<file path="src/rtl/useq_pkg.sv">
// Package: shared widths and types for the microcode sequencer.
// Assumes: the slot and step fields together form the counting field.
package useq_pkg;
    // Source of a jump target
    typedef enum logic {
        JSRC_LITERAL  = 1'b0,
        JSRC_REGISTER = 1'b1
    } jump_src_e;
endpackage

</file>
<file path="src/rtl/useq_target_sel.sv">
// Module: useq_target_sel
// Decides whether the sequencing field is reloaded this cycle, and with which
// slot and page. The fetch operation wins over a jump. A jump takes its slot
// from the literal or from the register, as the source select chooses.
// Assumes: the inputs are stable before the clock edge.
module useq_target_sel
    import useq_pkg::*;
#(
    parameter int PAGE_W = 2,
    parameter int SLOT_W = 4
) (
    input  logic              next_i,
    input  logic [SLOT_W-1:0] next_slot_i,
    input  logic [PAGE_W-1:0] next_page_i,
    input  logic              jump_i,
    input  jump_src_e         jump_src_i,
    input  logic [SLOT_W-1:0] jump_lit_i,
    input  logic [SLOT_W-1:0] jump_reg_i,
    input  logic [PAGE_W-1:0] jump_page_i,
    output logic              load_o,
    output logic [SLOT_W-1:0] slot_o,
    output logic [PAGE_W-1:0] page_o
);
    logic [SLOT_W-1:0] jump_slot;

    // Pick the jump target slot from its source
    always_comb begin
        jump_slot = (jump_src_i == JSRC_REGISTER) ? jump_reg_i : jump_lit_i;
    end

    // Fetch has priority over a jump; either one requests a load
    always_comb begin
        load_o = next_i | jump_i;
        if (next_i) begin
            slot_o = next_slot_i;
            page_o = next_page_i;
        end else begin
            slot_o = jump_slot;
            page_o = jump_page_i;
        end
    end
endmodule

</file>
<file path="src/rtl/useq_field_ctr.sv">
// Module: useq_field_ctr
// Holds the joined {slot, step} field as one counter. It increments every
// cycle, so a carry out of the step goes into the slot, and the whole field
// wraps to zero. A load writes the slot and clears the step, and it wins
// over the increment.
// Assumes: synchronous active-low reset.
module useq_field_ctr #(
    parameter int SLOT_W = 4,
    parameter int STEP_W = 4,
    localparam int FIELD_W = SLOT_W + STEP_W
) (
    input  logic               clk,
    input  logic               rst_n,
    input  logic               load_i,
    input  logic [SLOT_W-1:0]  slot_i,
    output logic [FIELD_W-1:0] field_o
);
    logic [FIELD_W-1:0] field_q;

    // Reset, reload, or advance the sequencing field
    always_ff @(posedge clk) begin
        if (!rst_n)
            field_q <= '0;
        else if (load_i)
            field_q <= {slot_i, {STEP_W{1'b0}}};
        else
            field_q <= field_q + FIELD_W'(1);
    end

    assign field_o = field_q;
endmodule

</file>
<file path="src/rtl/useq_page_reg.sv">
// Module: useq_page_reg
// Holds the page select. It changes only on a load.
// Assumes: synchronous active-low reset.
module useq_page_reg #(
    parameter int PAGE_W = 2
) (
    input  logic              clk,
    input  logic              rst_n,
    input  logic              load_i,
    input  logic [PAGE_W-1:0] page_i,
    output logic [PAGE_W-1:0] page_o
);
    // Capture a new page on a load, otherwise keep it
    always_ff @(posedge clk) begin
        if (!rst_n)
            page_o <= '0;
        else if (load_i)
            page_o <= page_i;
    end
endmodule

</file>
<file path="src/rtl/useq_cond_flag.sv">
// Module: useq_cond_flag
// Condition flag written by a microstep. It selects which of the two
// microinstruction variants runs in the following steps.
// Assumes: synchronous active-low reset.
module useq_cond_flag (
    input  logic clk,
    input  logic rst_n,
    input  logic we_i,
    input  logic d_i,
    output logic flag_o
);
    // Write the flag when enabled, otherwise hold it
    always_ff @(posedge clk) begin
        if (!rst_n)
            flag_o <= 1'b0;
        else if (we_i)
            flag_o <= d_i;
    end
endmodule

</file>
<file path="src/rtl/useq_sequencer.sv">
// Module: useq_sequencer (top)
// Microcode address sequencer. The address is {page, slot, step}. The slot
// and the step count together as one field, so a routine that runs past
// its last step continues in the next slot's microcode. Fetch and jump
// rewrite the slot, and they restart the step at zero. The condition flag
// is presented as the variant select.
// Assumes: inputs change away from the rising clock edge.
module useq_sequencer
    import useq_pkg::*;
#(
    parameter int PAGE_W = 2,
    parameter int SLOT_W = 4,
    parameter int STEP_W = 4,
    localparam int FIELD_W = SLOT_W + STEP_W,
    localparam int ADDR_W  = PAGE_W + FIELD_W
) (
    input  logic              clk,
    input  logic              rst_n,
    input  logic              next_i,
    input  logic [SLOT_W-1:0] next_slot_i,
    input  logic [PAGE_W-1:0] next_page_i,
    input  logic              jump_i,
    input  logic              jump_src_i,
    input  logic [SLOT_W-1:0] jump_lit_i,
    input  logic [SLOT_W-1:0] jump_reg_i,
    input  logic [PAGE_W-1:0] jump_page_i,
    input  logic              flag_we_i,
    input  logic              flag_d_i,
    output logic [ADDR_W-1:0] uaddr_o,
    output logic              variant_o
);
    logic               load;
    logic [SLOT_W-1:0]  load_slot;
    logic [PAGE_W-1:0]  load_page;
    logic [FIELD_W-1:0] field;
    logic [PAGE_W-1:0]  page;

    useq_target_sel #(.PAGE_W(PAGE_W), .SLOT_W(SLOT_W)) u_sel (
        .next_i      (next_i),
        .next_slot_i (next_slot_i),
        .next_page_i (next_page_i),
        .jump_i      (jump_i),
        .jump_src_i  (jump_src_e'(jump_src_i)),
        .jump_lit_i  (jump_lit_i),
        .jump_reg_i  (jump_reg_i),
        .jump_page_i (jump_page_i),
        .load_o      (load),
        .slot_o      (load_slot),
        .page_o      (load_page)
    );

    useq_field_ctr #(.SLOT_W(SLOT_W), .STEP_W(STEP_W)) u_field (
        .clk     (clk),
        .rst_n   (rst_n),
        .load_i  (load),
        .slot_i  (load_slot),
        .field_o (field)
    );

    useq_page_reg #(.PAGE_W(PAGE_W)) u_page (
        .clk    (clk),
        .rst_n  (rst_n),
        .load_i (load),
        .page_i (load_page),
        .page_o (page)
    );

    useq_cond_flag u_flag (
        .clk    (clk),
        .rst_n  (rst_n),
        .we_i   (flag_we_i),
        .d_i    (flag_d_i),
        .flag_o (variant_o)
    );

    // Form the microinstruction address
    always_comb begin
        uaddr_o = {page, field};
    end
endmodule

</file>
<file path="config.mk">
export PLATFORM = sky130hd
export DESIGN_NAME = useq_sequencer
export DESIGN_NICKNAME = d
export VERILOG_FILES = /design/src/rtl/useq_pkg.sv /design/src/rtl/useq_target_sel.sv /design/src/rtl/useq_field_ctr.sv /design/src/rtl/useq_page_reg.sv /design/src/rtl/useq_cond_flag.sv /design/src/rtl/useq_sequencer.sv
export SDC_FILE = /design/constraint.sdc
export NUM_CORES = 1
export LEC_CHECK = 0
export BUFFER_PORTS_ARGS = -buffer_cell sky130_fd_sc_hd__buf_4
export CORE_ASPECT_RATIO = 1.25
export CORE_UTILIZATION = 28
export DETAILED_ROUTE_END_ITERATION = 8
export HOLD_SLACK_MARGIN = 0.02
export SLEW_MARGIN = 15
export SYNTH_ARGS = -nofsm -noshare
export SYNTH_HDL_FRONTEND = slang
export SYNTH_SLANG_ARGS = --single-unit
</file>
<file path="constraint.sdc">
create_clock -name clk -period 1.6 [get_ports clk]
set_input_delay 0.32 -clock clk [delete_from_list [all_inputs] [get_ports clk]]
set_output_delay 0.32 -clock clk [all_outputs]
set_load 0.05 [all_outputs]
</file>
# After elaboration in Yosys (flattened, before gate mapping)
# Cells that the tools add are included.
[totals]
inputBits = 23
ff_bits = 11
[op_classes]
addsub = 1
n_bitwise = 2
n_reduce_logical = 1
mux = 4
[op_table]
columns = ["cell", "n"]
rows = [
  ["8-bit by 1-bit adder with 8-bit output, second input constant", 1],
  ["4-bit 2-to-1 mux", 2],
  ["8-bit 2-to-1 mux", 1],
  ["2-bit 2-to-1 mux", 1],
  ["2-bit OR reduction", 1],
  ["1-bit NOT", 1],
  ["1-bit OR", 1],
]

# Longest topological paths before layout
# Gate-level depths: netlist of run 1.
[logic_depth]
ltp_word = 3
mapped_depth = 5

# By module
# Synthesis of run 1 repeated with hierarchy kept, for this count alone.
[hier_totals]
hier_cells = 65
area_unflattened_um2 = 576.8
[modules_own_cells]
columns = ["mod", "area_each_um2", "cells_per_inst", "n_inst"]
rows = [
  ["useq_field_ctr", 341.6, 39, 1],
  ["useq_target_sel", 126.4, 17, 1],
  ["useq_page_reg", 72.6, 6, 1],
  ["useq_cond_flag", 36.3, 3, 1],
]

# Worst setup path before layout of run 1
# OpenSTA, ideal clock, no wires.
[synth_path]
path_type = "reg-to-reg"
from = "register u_field.field_q[0], in the netlist u_field.field_o[0]"
to = "register u_field.field_q[6], in the netlist u_field.field_o[6]"
n_path_buf = 0
setup_time_ns = 0.058
period_less_slack_ns = 1.629
arrival_ns = 1.572
setup_slack_ns = -0.029
stages_incl_launch_ff = 6
path_cell_list = "dfxtp_1 ha_1 nand2_1 or3_1 a21oi_1 o21a_1"
[synth_between]
elab_chain_len = 2
[synth_lines]
columns = ["item", "line_no", "rtl"]
rows = [
  ["from (decl)", "useq_field_ctr.sv:18", "logic [FIELD_W-1:0] field_q;"],
  ["from (signal assigned)", "useq_field_ctr.sv:25", "field_q <= {slot_i, {STEP_W{1'b0}}};"],
  ["from (signal assigned)", "useq_field_ctr.sv:27", "field_q <= field_q + FIELD_W'(1);"],
  ["8-bit by 1-bit adder with 8-bit output", "useq_field_ctr.sv:27", ""],
  ["8-bit 2-to-1 mux", "useq_field_ctr.sv:24", "else if (load_i)"],
]
# Every way passes these cells.
# A chain may end at the register's enable or synchronous reset.

# Worst setup path after layout of run 1
[layout_path]
from = "register u_field.field_q[1], in the netlist u_field.field_o[1]"
to = "register u_field.field_q[6], in the netlist u_field.field_o[6]"
# The elaborated chain is that of the path after synthesis.

==> results by group, run 1 <==
Worst setup path
  • Crit path DAT: around 1.5 ns
  • Worst setup SP type: flip-flop
  • Crit Path Max Fanout: 3
  • Crit Path Class: reg -> reg
  • FF-to-FF path depth: 5
  • Data required, critical path: between 1.5 and 2 ns
  • CP endpoint kind: flip-flop

Global route
  • Number of global-route vias before repair: around 620
  • First-pass GRT wire length: around 2500 microns
  • Grt ovf: 0
  • Largest net degree at the start of global routing: 13
  • Global Route Usage Sum: around 15%
  • Initial antenna violation count: 0

Clock network
  • Post-CTS Setup Inserts: 0
  • H-tree levels: 1
  • TritonCTS clock tree: done
  • Hold-fix buffers at CTS: 0
  • Worst skew pair latency: about 0.27 ns
  • Post-CTS sizing: 0
  • CTS Buf Count: 3
  • Clk pin slew, worst setup/hold paths: roughly 0.080 ns
  • Max clock buf depth: 2
  • # clock sinks: 11
  • Root Driver: clkbuf_4

Floorplan
  • Initial Util: between 30% and 40%
  • Die span in x: around 42 microns
  • Die area: 2200 sq um
  • IO Count: 34
  • Core area: about 1800 sq um
  • Placement Rows: 17
  • Die Ht: roughly 52 microns

STA
  • Setup TNS: 0 ns
  • Fin. Hold Viols: 0
  • Final setup viols: 0
  • Max Fclk: around 800 MHz
  • Actual slew at the worst max-slew pin: around 0.23 ns
  • Unrepaired setup endpoints after global routing: no
  • Clock period minus worst slack: 1.25 ns
  • Final Cycle Share: about four fifths
  • Fin. max-slew vios: 0
  • Setup ws final: ~0.35 ns
  • Max-slew headroom: a little over four fifths
  • Max Clock Skew: around 0.0067 ns

Drt
  • Residual DRC: 0
  • Met3 WL: about 140 microns
  • 1st-pass router iterations: 3
  • DR top layer: met4
  • DR WL/cell: between 10 and 15 microns
  • Routed WL: ~1400 microns
  • Via count: slightly below 600
  • Met2 Routed Length: around 640 microns
  • Iteration-0 DRC Markers: 2
  • Number of nets with antenna violations after routing: 0
  • Via-to-Cell Ratio: 4.87
  • Met1 WL: 562 microns

Place
  • Post-DP Area: 826 sq um
  • Final GP Congestion: a little over 0.7
  • Port-buffer cells: 33
  • Dpl hpwl: 1090 microns
  • Setup WS pre-CTS: approximately 0.36 ns

Yosys
  • Synth Instances: between 60 and 70
  • Mean Syn Cell Area: just over 8 sq um
  • Syn Std Cell Area: roughly 560 sq um
  • Synth Warn #: 0
  • Netlist cell types: 23
  • Post-synthesis sequential area ratio: 39.0%
  • Syn nets: 92
  • FF+latch count, synth: 11

Layout
  • Layout cells sized above 1: approximately 40%
  • # nets final: about 130
  • Synth-to-layout area growth: 51.2%
  • Ant. Diodes: 0
  • Cell area after layout: 853 sq um

Power
  • Cell leakage power: a little under 0.0004 uW
  • Peak supply drop: just under 400 uV
  • Total power divided by cell area: roughly 760 nW/um^2

Run
  • Max_cap viols: 0

Min path
  • Hold Crit Depth: 3
  • Worst hold path type: in -> reg

Run status
  • Status: complete, no violations
## metrics by stage
stage               utilization (%)  power [uW]  cells  hold WS [ns]
CTS                            46.6         658    121         0.297
floorplan                         -         392     68         0.429
finish                         46.6         649    121         0.304
global route                   46.6         686    121         0.295
global placement               45.1         462    117         0.428
detailed placement             45.1         464    117         0.436
## registers in the layout, summed over array words and instances (netlist names)
signal	flops
u_page.page_o	2
u_flag.flag_o	1
u_field.field_o	8
## cell usage after synthesis
master	n	share of area, %
mux2i_1	7	12
nor2_1	4	2.7
nand3_1	2	1.8
nor2b_1	1	1.1
dfxtp_1	11	39
clkbuf_2	1	0.89
nand3_2	1	1.8
or3_1	2	2.2
a21boi_0	1	1.3
nor3_1	1	0.89
clkbuf_1	2	1.3
a21oi_1	3	2.7
inv_1	1	0.66
and3_1	1	1.1
o21a_1	2	2.7
ha_1	1	2.2
or2_2	1	1.1
and2_1	2	2.2
nand2b_1	1	1.1
nand2_1	10	6.7
xnor2_1	3	4.7
xor2_1	1	1.6
o21ai_0	9	8.0
## critical path, cell delays in order (launching register included)
cell	delay, ns
dfxtp_2	0.36
ha_1	0.20
nand2_1	0.07
or3_1	0.30
a21oi_1	0.15
o21a_1	0.11
## area by class of cell
| cell class | count | area (sq um) |
|---|---|---|
| fillers | 194 | 976 |
| multi-input cells | 53 | 328 |
| repair buffers | 33 | 248 |
| flip-flops and latches | 11 | 223 |
| well taps | 19 | 23.8 |
| clock buffers | 3 | 22.5 |
| clock inverters | 1 | 5.00 |
| inverters | 1 | 3.75 |
## per-layer routing
metal,up-vias,GRT usage [%]
met5,-,0
met2,22,26.6
met4,0,6.25
met1,265,15.2
li1,300,-
met3,2,5.52
## power by group
part / internal [uW] / switching [uW]
clock: 92.4 / 100
sequential: 287 / 10.7
combinational: 74.0 / 83.9
total: 454 / 195
## path summary, 6_finish.rpt
kind | end | start | slack, ns
setup / recovery | u_field.field_o[6] | u_field.field_o[1] | 0.35
hold / removal | u_flag.flag_o | flag_d_i | 0.30
setup reg to reg | u_field.field_o[6] | u_field.field_o[1] | 0.35
hold reg to reg | u_field.field_o[0] | u_field.field_o[0] | 0.45
## layout by cell type, fill, tap and decap left out
cell type  Yosys  routed
or2_2          1       1
nand2_1       10      10
dfxtp_2        0       2
a21oi_1        3       3
o21ai_0        9       9
buf_4          0      33
nor2b_1        1       1
inv_1          1       1
nor2_1         4       4
mux2i_1        7       7
ha_1           1       1
and2_1         2       2
xnor2_1        3       3
clkbuf_4       0       3
or3_1          2       2
nand3_2        1       1
nand2b_1       1       1
a21boi_0       1       1
and3_1         1       1
nand3_1        2       2
nor3_1         1       1
xor2_1         1       1
clkinv_2       0       1
o21a_1         2       2
dfxtp_1       11       9
## cells by family (layout without fill, tap and decap cells)
kind of cell / Yosys count / in the layout / synth area share [%]
flip-flops: 11 / 11 / 39.0
buffers and inverters: 4 / 38 / 2.88
XOR/XNOR: 4 / 4 / 6.21
adder cells (fa/ha/maj): 1 / 1 / 2.22
AO/OA/AOI/OAI: 15 / 15 / 14.6
multiplexers: 7 / 7 / 12.4
AND/OR/NAND/NOR: 26 / 26 / 22.6
(Power assumes the default switching activity.)
==> run 2, diff against run 1 <==
==> constraint.sdc (replaced) <==
create_clock -name clk -period 1.2 [get_ports clk]
set_input_delay 0.24 -clock clk [delete_from_list [all_inputs] [get_ports clk]]
set_output_delay 0.24 -clock clk [all_outputs]
set_load 0.05 [all_outputs]
==> results by group, run 2 (synthesis gave the netlist of run 1 again) <==
Drt
  • Via-to-Cell Ratio: 4.67
  • DR top layer: met4
  • 1st-pass router iterations: 4
  • Residual DRC: 0
  • Met1 WL: ~560 microns
  • Met2 Routed Length: around 640 microns
  • Via count: ~570
  • Number of nets with antenna violations after routing: 0
  • DR WL/cell: ~11 microns
  • Routed WL: 1290 microns
  • Met3 WL: 70 microns
  • Iteration-0 DRC Markers: 11

Layout
  • Commonest non-fill, non-tap cell in the layout: buf_4
  • Multi-input gate area: around 340 sq um
  • Commonest non-fill, non-tap cells in the layout: buf_4, nand2_1, o21ai_0, mux2i_1, dfxtp_4
  • Layout cells sized above 1: 45.1%
  • Synth-to-layout area growth: 57.2%
  • # nets final: around 130
  • Final cell count without fillers: 121
  • Largest register FFs: 8
  • Cell area after layout: 887 sq um
  • Sequential cell area: 243 sq um
  • Ant. Diodes: 0
  • FILL cells: around 190

Clock network
  • Root Driver: clkbuf_4
  • Max clock buf depth: 2
  • Clk pin slew, worst setup/hold paths: ~0.07 ns
  • Worst skew pair latency: about 0.26 ns
  • CTS Buf Count: 3
  • TritonCTS clock tree: done
  • H-tree levels: 1
  • Hold-fix buffers at CTS: 0
  • # clock sinks: 11

Floorplan
  • Die span in x: roughly 42 microns
  • Initial Util: around 31%
  • IO Count: 34
  • Placement Rows: 17
  • Die area: between 2000 and 2500 sq um
  • Die Ht: roughly 52 microns
  • Core area: 1830 sq um

Global route
  • Grt ovf: 0
  • First-pass GRT wire length: roughly 2300 microns
  • Initial antenna violation count: 0
  • Largest net degree at the start of global routing: 13
  • Number of global-route vias before repair: between 500 and 600
  • Global Route Usage Sum: about 14%

Power
  • Int Power: approximately 600 uW
  • Peak supply drop: 534 uV
  • Reg power frac: 45.8%
  • Sw frac: between 20% and 30%
  • Cell leakage power: a little under 0.0004 uW
  • Total power divided by cell area: roughly 950 nW/um^2
  • Net Sw Power: 246 uW
  • Clock share of power: roughly 30%
  • Final Power: between 800 and 900 uW
  • Comb power frac: between 20 and 25%

STA
  • Clock period minus worst slack: approximately 1.2 ns
  • Max-slew headroom: a little over four fifths
  • Fin. max-slew vios: 0
  • Final setup viols: 0
  • Unrepaired setup endpoints after global routing: yes
  • Setup TNS: 0 ns
  • Actual slew at the worst max-slew pin: between 0.2 and 0.25 ns
  • Setup ws final: slightly below 0.05 ns
  • Max Clock Skew: 0.00352 ns
  • Final Cycle Share: approximately 96%
  • Fin. Hold Viols: 0
  • Max Fclk: approximately 870 MHz

Place
  • Final GP Congestion: 0.661
  • Port-buffer cells: 33
  • Setup WS pre-CTS: approximately 0.036 ns
  • Post-DP Area: 858 sq um
  • Placed insts: between 100 and 150
  • Dpl hpwl: approximately 1100 microns

Run
  • Max_cap viols: 0

Worst setup path
  • Data required, critical path: about 1.4 ns
  • Crit Path Max Fanout: 4
  • Crit Path Class: reg -> reg
  • CP endpoint kind: flip-flop
  • Worst setup SP type: flip-flop
  • Crit path DAT: 1.37 ns

Run status
  • Status: complete, no violations

Min path
  • Worst hold path type: in -> reg
-- run 2: cell types whose count changed in the layout (fill, tap and decap cells not counted), sizes merged --
cell / change
clkbuf: +1
clkinv: -1
-- run 2: power by group through the flow --
stage                     Sequential [uW]  Clock, uW  Combinational (uW)
after detailed placement              397          0                 213
after CTS                             388        265                 213
after global placement                396          0                 211
after floorplan                       456          0                58.9
final                                 388        248                 211
after global routing                  392        279                 229
-- run 2: what timing repair did --
item                       CTS  global route
resized for setup            0             1
setup endpoints to repair    0             2
setup buffers                0             0
-- run 2: cell type report --
cell class,count,area share (%)
inverters,1,0.423
multi-input cells,53,38.6
well taps,19,2.68
clock buffers,4,2.96
repair buffers,33,27.9
flip-flops and latches,11,27.4
-- run 2: path summary, 6_finish.rpt --
path                      startpoint                 end  slack [ns]  depth (start not counted)
setup / recovery  u_field.field_o[0]  u_field.field_o[6]        0.05                          5
hold / removal        next_slot_i[0]  u_field.field_o[4]        0.24                          3
setup reg to reg  u_field.field_o[0]  u_field.field_o[6]        0.05                          5
hold reg to reg   u_field.field_o[0]  u_field.field_o[0]        0.45                          1
-- run 2: critical path, stage by stage (launching register included) --
cell,delay (ns)
dfxtp_4,0.37
ha_4,0.14
nand2_2,0.05
or3_1,0.31
a21oi_1,0.13
o21a_1,0.11
-- run 2: stage by stage --
| step | utilization [%] | hold slack, ns |
|---|---|---|
| 2_1_floorplan | - | 0.349 |
| 3_3_place_gp | 46.9 | 0.444 |
| 3_5_place_dp | 46.9 | 0.443 |
| 4_1_cts | 48.4 | 0.222 |
| 5_1_grt | 48.5 | 0.235 |
| 6_report | 48.5 | 0.238 |
-- run 2: per-layer routing --
metal	global-route usage [%]	vias to the layer above
met4	9.38	0
met1	15.4	243
met2	24.0	20
met5	0	-
met3	2.07	2
li1	-	300
==> run 3, diff against run 2 <==
--- a/config.mk
+++ b/config.mk
@@ -13,4 +13,5 @@
 export SLEW_MARGIN = 15
 export SYNTH_ARGS = -nofsm -noshare
 export SYNTH_HDL_FRONTEND = slang
+export SYNTH_HIERARCHICAL = 1
 export SYNTH_SLANG_ARGS = --single-unit
==> results by group, run 3 <==
STA
  • Setup ws final: approximately 0.048 ns
  • Setup TNS: 0 ns
  • Final Cycle Share: slightly below 100%
  • Max Fclk: slightly below 900 MHz
  • Actual slew at the worst max-slew pin: 0.207 ns
  • Unrepaired setup endpoints after global routing: no
  • Max Clock Skew: approximately 0.0022 ns
  • Max-slew headroom: 86.1%
  • Clock period minus worst slack: about 1.2 ns
  • Fin. max-slew vios: 0
  • Final setup viols: 0
  • Fin. Hold Viols: 0

Power
  • Cell leakage power: 0.000425 uW
  • Total power divided by cell area: between 900 and 1000 nW/um^2
  • Peak supply drop: 469 uV

Yosys
  • Post-synthesis compound-gate area fraction: ~14%
  • Syn Std Cell Area: around 580 sq um
  • Main combinational cell family by area after synthesis: simple AND/OR/NAND/NOR gates
  • Synth Instances: between 60 and 70
  • Syn nets: 89
  • FF+latch count, synth: 11
  • Post-synth top area share: a little under two fifths
  • Yosys top cell by area: dfxtp_1
  • Number of synthesized flops with an enable pin: 0
  • Mux share of post-synthesis cell area: between 15 and 20%
  • Post-synthesis sequential area ratio: a little under two fifths
  • Synth Warn #: 6
  • Fraction of registers with async set/reset: 0%
  • Top-count cell post-synth: dfxtp_1
  • Adder-Cell Fraction of Synth Area: between 2 and 2.5%
  • Simple-gate share of the synthesized area: between 20% and 30%
  • Netlist cell types: 23
  • Dominant synthesized flop cell: dfxtp_1
  • Post-Synth XOR/XNOR Area: 4.56%
  • Top post-synthesis cells by area: dfxtp_1, mux2i_1, o21ai_0
  • Post-synth top cells: dfxtp_1, o21ai_0, mux2i_1
  • Mean Syn Cell Area: approximately 8.9 sq um

Clock network
  • Root Driver: clkbuf_4
  • # clock sinks: 11
  • TritonCTS clock tree: done
  • CTS Buf Count: 3
  • Max clock buf depth: 2
  • Clk pin slew, worst setup/hold paths: ~0.07 ns
  • Hold-fix buffers at CTS: 0
  • H-tree levels: 1
  • Worst skew pair latency: 0.26 ns

Worst setup path
  • CP max stage delay: roughly 0.36 ns
  • Crit path launch: u_field/field_o[0]
  • Crit Path Max Fanout: 4
  • Data required, critical path: between 0.9 and 1 ns
  • Worst setup SP type: flip-flop
  • CP delay by family, top: flip-flops
  • Worst flop-to-flop path startpoint: u_field/field_o[0]
  • Critical path's slowest cell: dfxtp_4
  • Crit Path Class: reg -> out
  • CP endpoint kind: primary output
  • Crit path DAT: slightly above 0.9 ns
  • FF-to-FF setup slack: about 0.070 ns
  • Crit path cell chain: buf_4, buf_6
  • FF-to-FF path depth: 4
  • FF-to-FF End: u_field/field_o[6]
  • Bufs and invs on worst path: 2

Global route
  • GR peak layer: met2
  • Met1 Use GR: around 17%
  • Number of global-route vias before repair: between 500 and 600
  • Initial antenna violation count: 0
  • Met3 GRT Util: under 10%
  • Largest net degree at the start of global routing: 11
  • Global Route Usage Sum: 13.3%
  • Met2 Use GR: approximately 22%
  • Grt ovf: 0
  • First-pass GRT wire length: 2310 microns

Layout
  • Layout cells sized above 1: between 40% and 50%
  • Largest register FFs: 8
  • Synth-to-layout area growth: 61.0%
  • # nets final: approximately 130
  • Ant. Diodes: 0
  • FILL cells: 201
  • Commonest non-fill, non-tap cells in the layout: buf_4, o21ai_0, mux2i_1, nand2_1, dfxtp_4
  • Commonest non-fill, non-tap cell in the layout: buf_4

Place
  • Dpl hpwl: between 1000 and 1500 microns
  • Port-buffer cells: 33
  • Final GP Congestion: approximately 0.74
  • Setup WS pre-CTS: 0.0709 ns

Floorplan
  • Die Ht: approximately 53 microns
  • IO Count: 34
  • Core area: 1960 sq um
  • Die span in x: roughly 43 microns
  • Initial Util: about 29%
  • Die area: between 2000 and 2500 sq um
  • Placement Rows: 18

Min path
  • Hold Crit Start: flag_d_i
  • Worst hold path type: in -> reg
  • Hold EP: u_flag/flag_o
  • Hold Crit Depth: 3

Drt
  • Number of nets with antenna violations after routing: 0
  • Residual DRC: 0
  • DR WL/cell: about 11 microns
  • Routed WL: approximately 1300 microns
  • 1st-pass router iterations: 4
  • Via-to-Cell Ratio: 4.66
  • Via count: 578
  • Iteration-0 DRC Markers: 8

Run
  • Max_cap viols: 0

Run status
  • Status: complete, no violations
[run 3: kinds of logic (layout without fill, tap and decap cells)]
family          Yosys count  in the layout
simple gates             22             22
compound gates           15             15
flops                    11             11
mux                       9              9
buf+inv                   4             43
xor+xnor                  3              3
fa+ha+maj                 1              1
[run 3: per-layer routing]
layer	wire, microns	part of all wire [%]	up-vias
met1	607	45	250
li1	-	-	308
met2	670	50	20
met4	0	0	0
met3	62	4.6	0
met5	0	0	-
[run 3: worst max-delay path by stage]
stage / to / depth (start not counted)
final: uaddr_o[0] / 2
after global routing: u_field/field_o[6] / 4
after CTS: u_field/field_o[6] / 4
after detailed placement: u_field/field_o[6] / 4
after global placement: u_field/field_o[6] / 4
after floorplan: u_field/field_o[7] / 3
[run 3: through the flow]
step	hold WS (ns)	instance area [sq um]	power [uW]	std cells	utilization [%]
after global routing	0.254	928	924	124	47.4
after detailed placement	0.465	880	639	118	44.9
after CTS	0.230	906	885	122	46.2
final	0.234	928	878	124	47.4
after floorplan	0.368	611	539	65	-
after global placement	0.458	880	637	118	44.9
[run 3: area by class of cell]
cell class,instances,area [sq um],area share [%]
multi-input combinational,50,343,36.9
timing repair buffer,37,285,30.7
sequential,11,241,26.0
clock buffer,4,26.3,2.83
tap,20,25.0,2.70
inverter,2,7.51,0.809
[run 3: timing repair]
item / 4_1_cts / 5_1_grt
buffers inserted: 0 / 2
endpoints found under the setup margin: 0 / 1
resized for setup: 0 / 2
[run 3: worst reg2reg max path, delay by kind of cell (launching register included)]
kind	cells	cell delay, ns
adder cells (fa/ha/maj)	1	0.14
flip-flops	1	0.36
AND/OR/NAND/NOR	1	0.34
buffers and inverters	1	0.04
AO/OA/AOI/OAI	1	0.16
[run 3: power breakdown]
group | switching, uW | internal, uW | total, uW | leakage, uW
clock | 117 | 128 | 245 | 0.0000150
sequential | 16.5 | 378 | 395 | 0.0000948
combinational | 126 | 112 | 238 | 0.000315
total | 259 | 619 | 878 | 0.000425
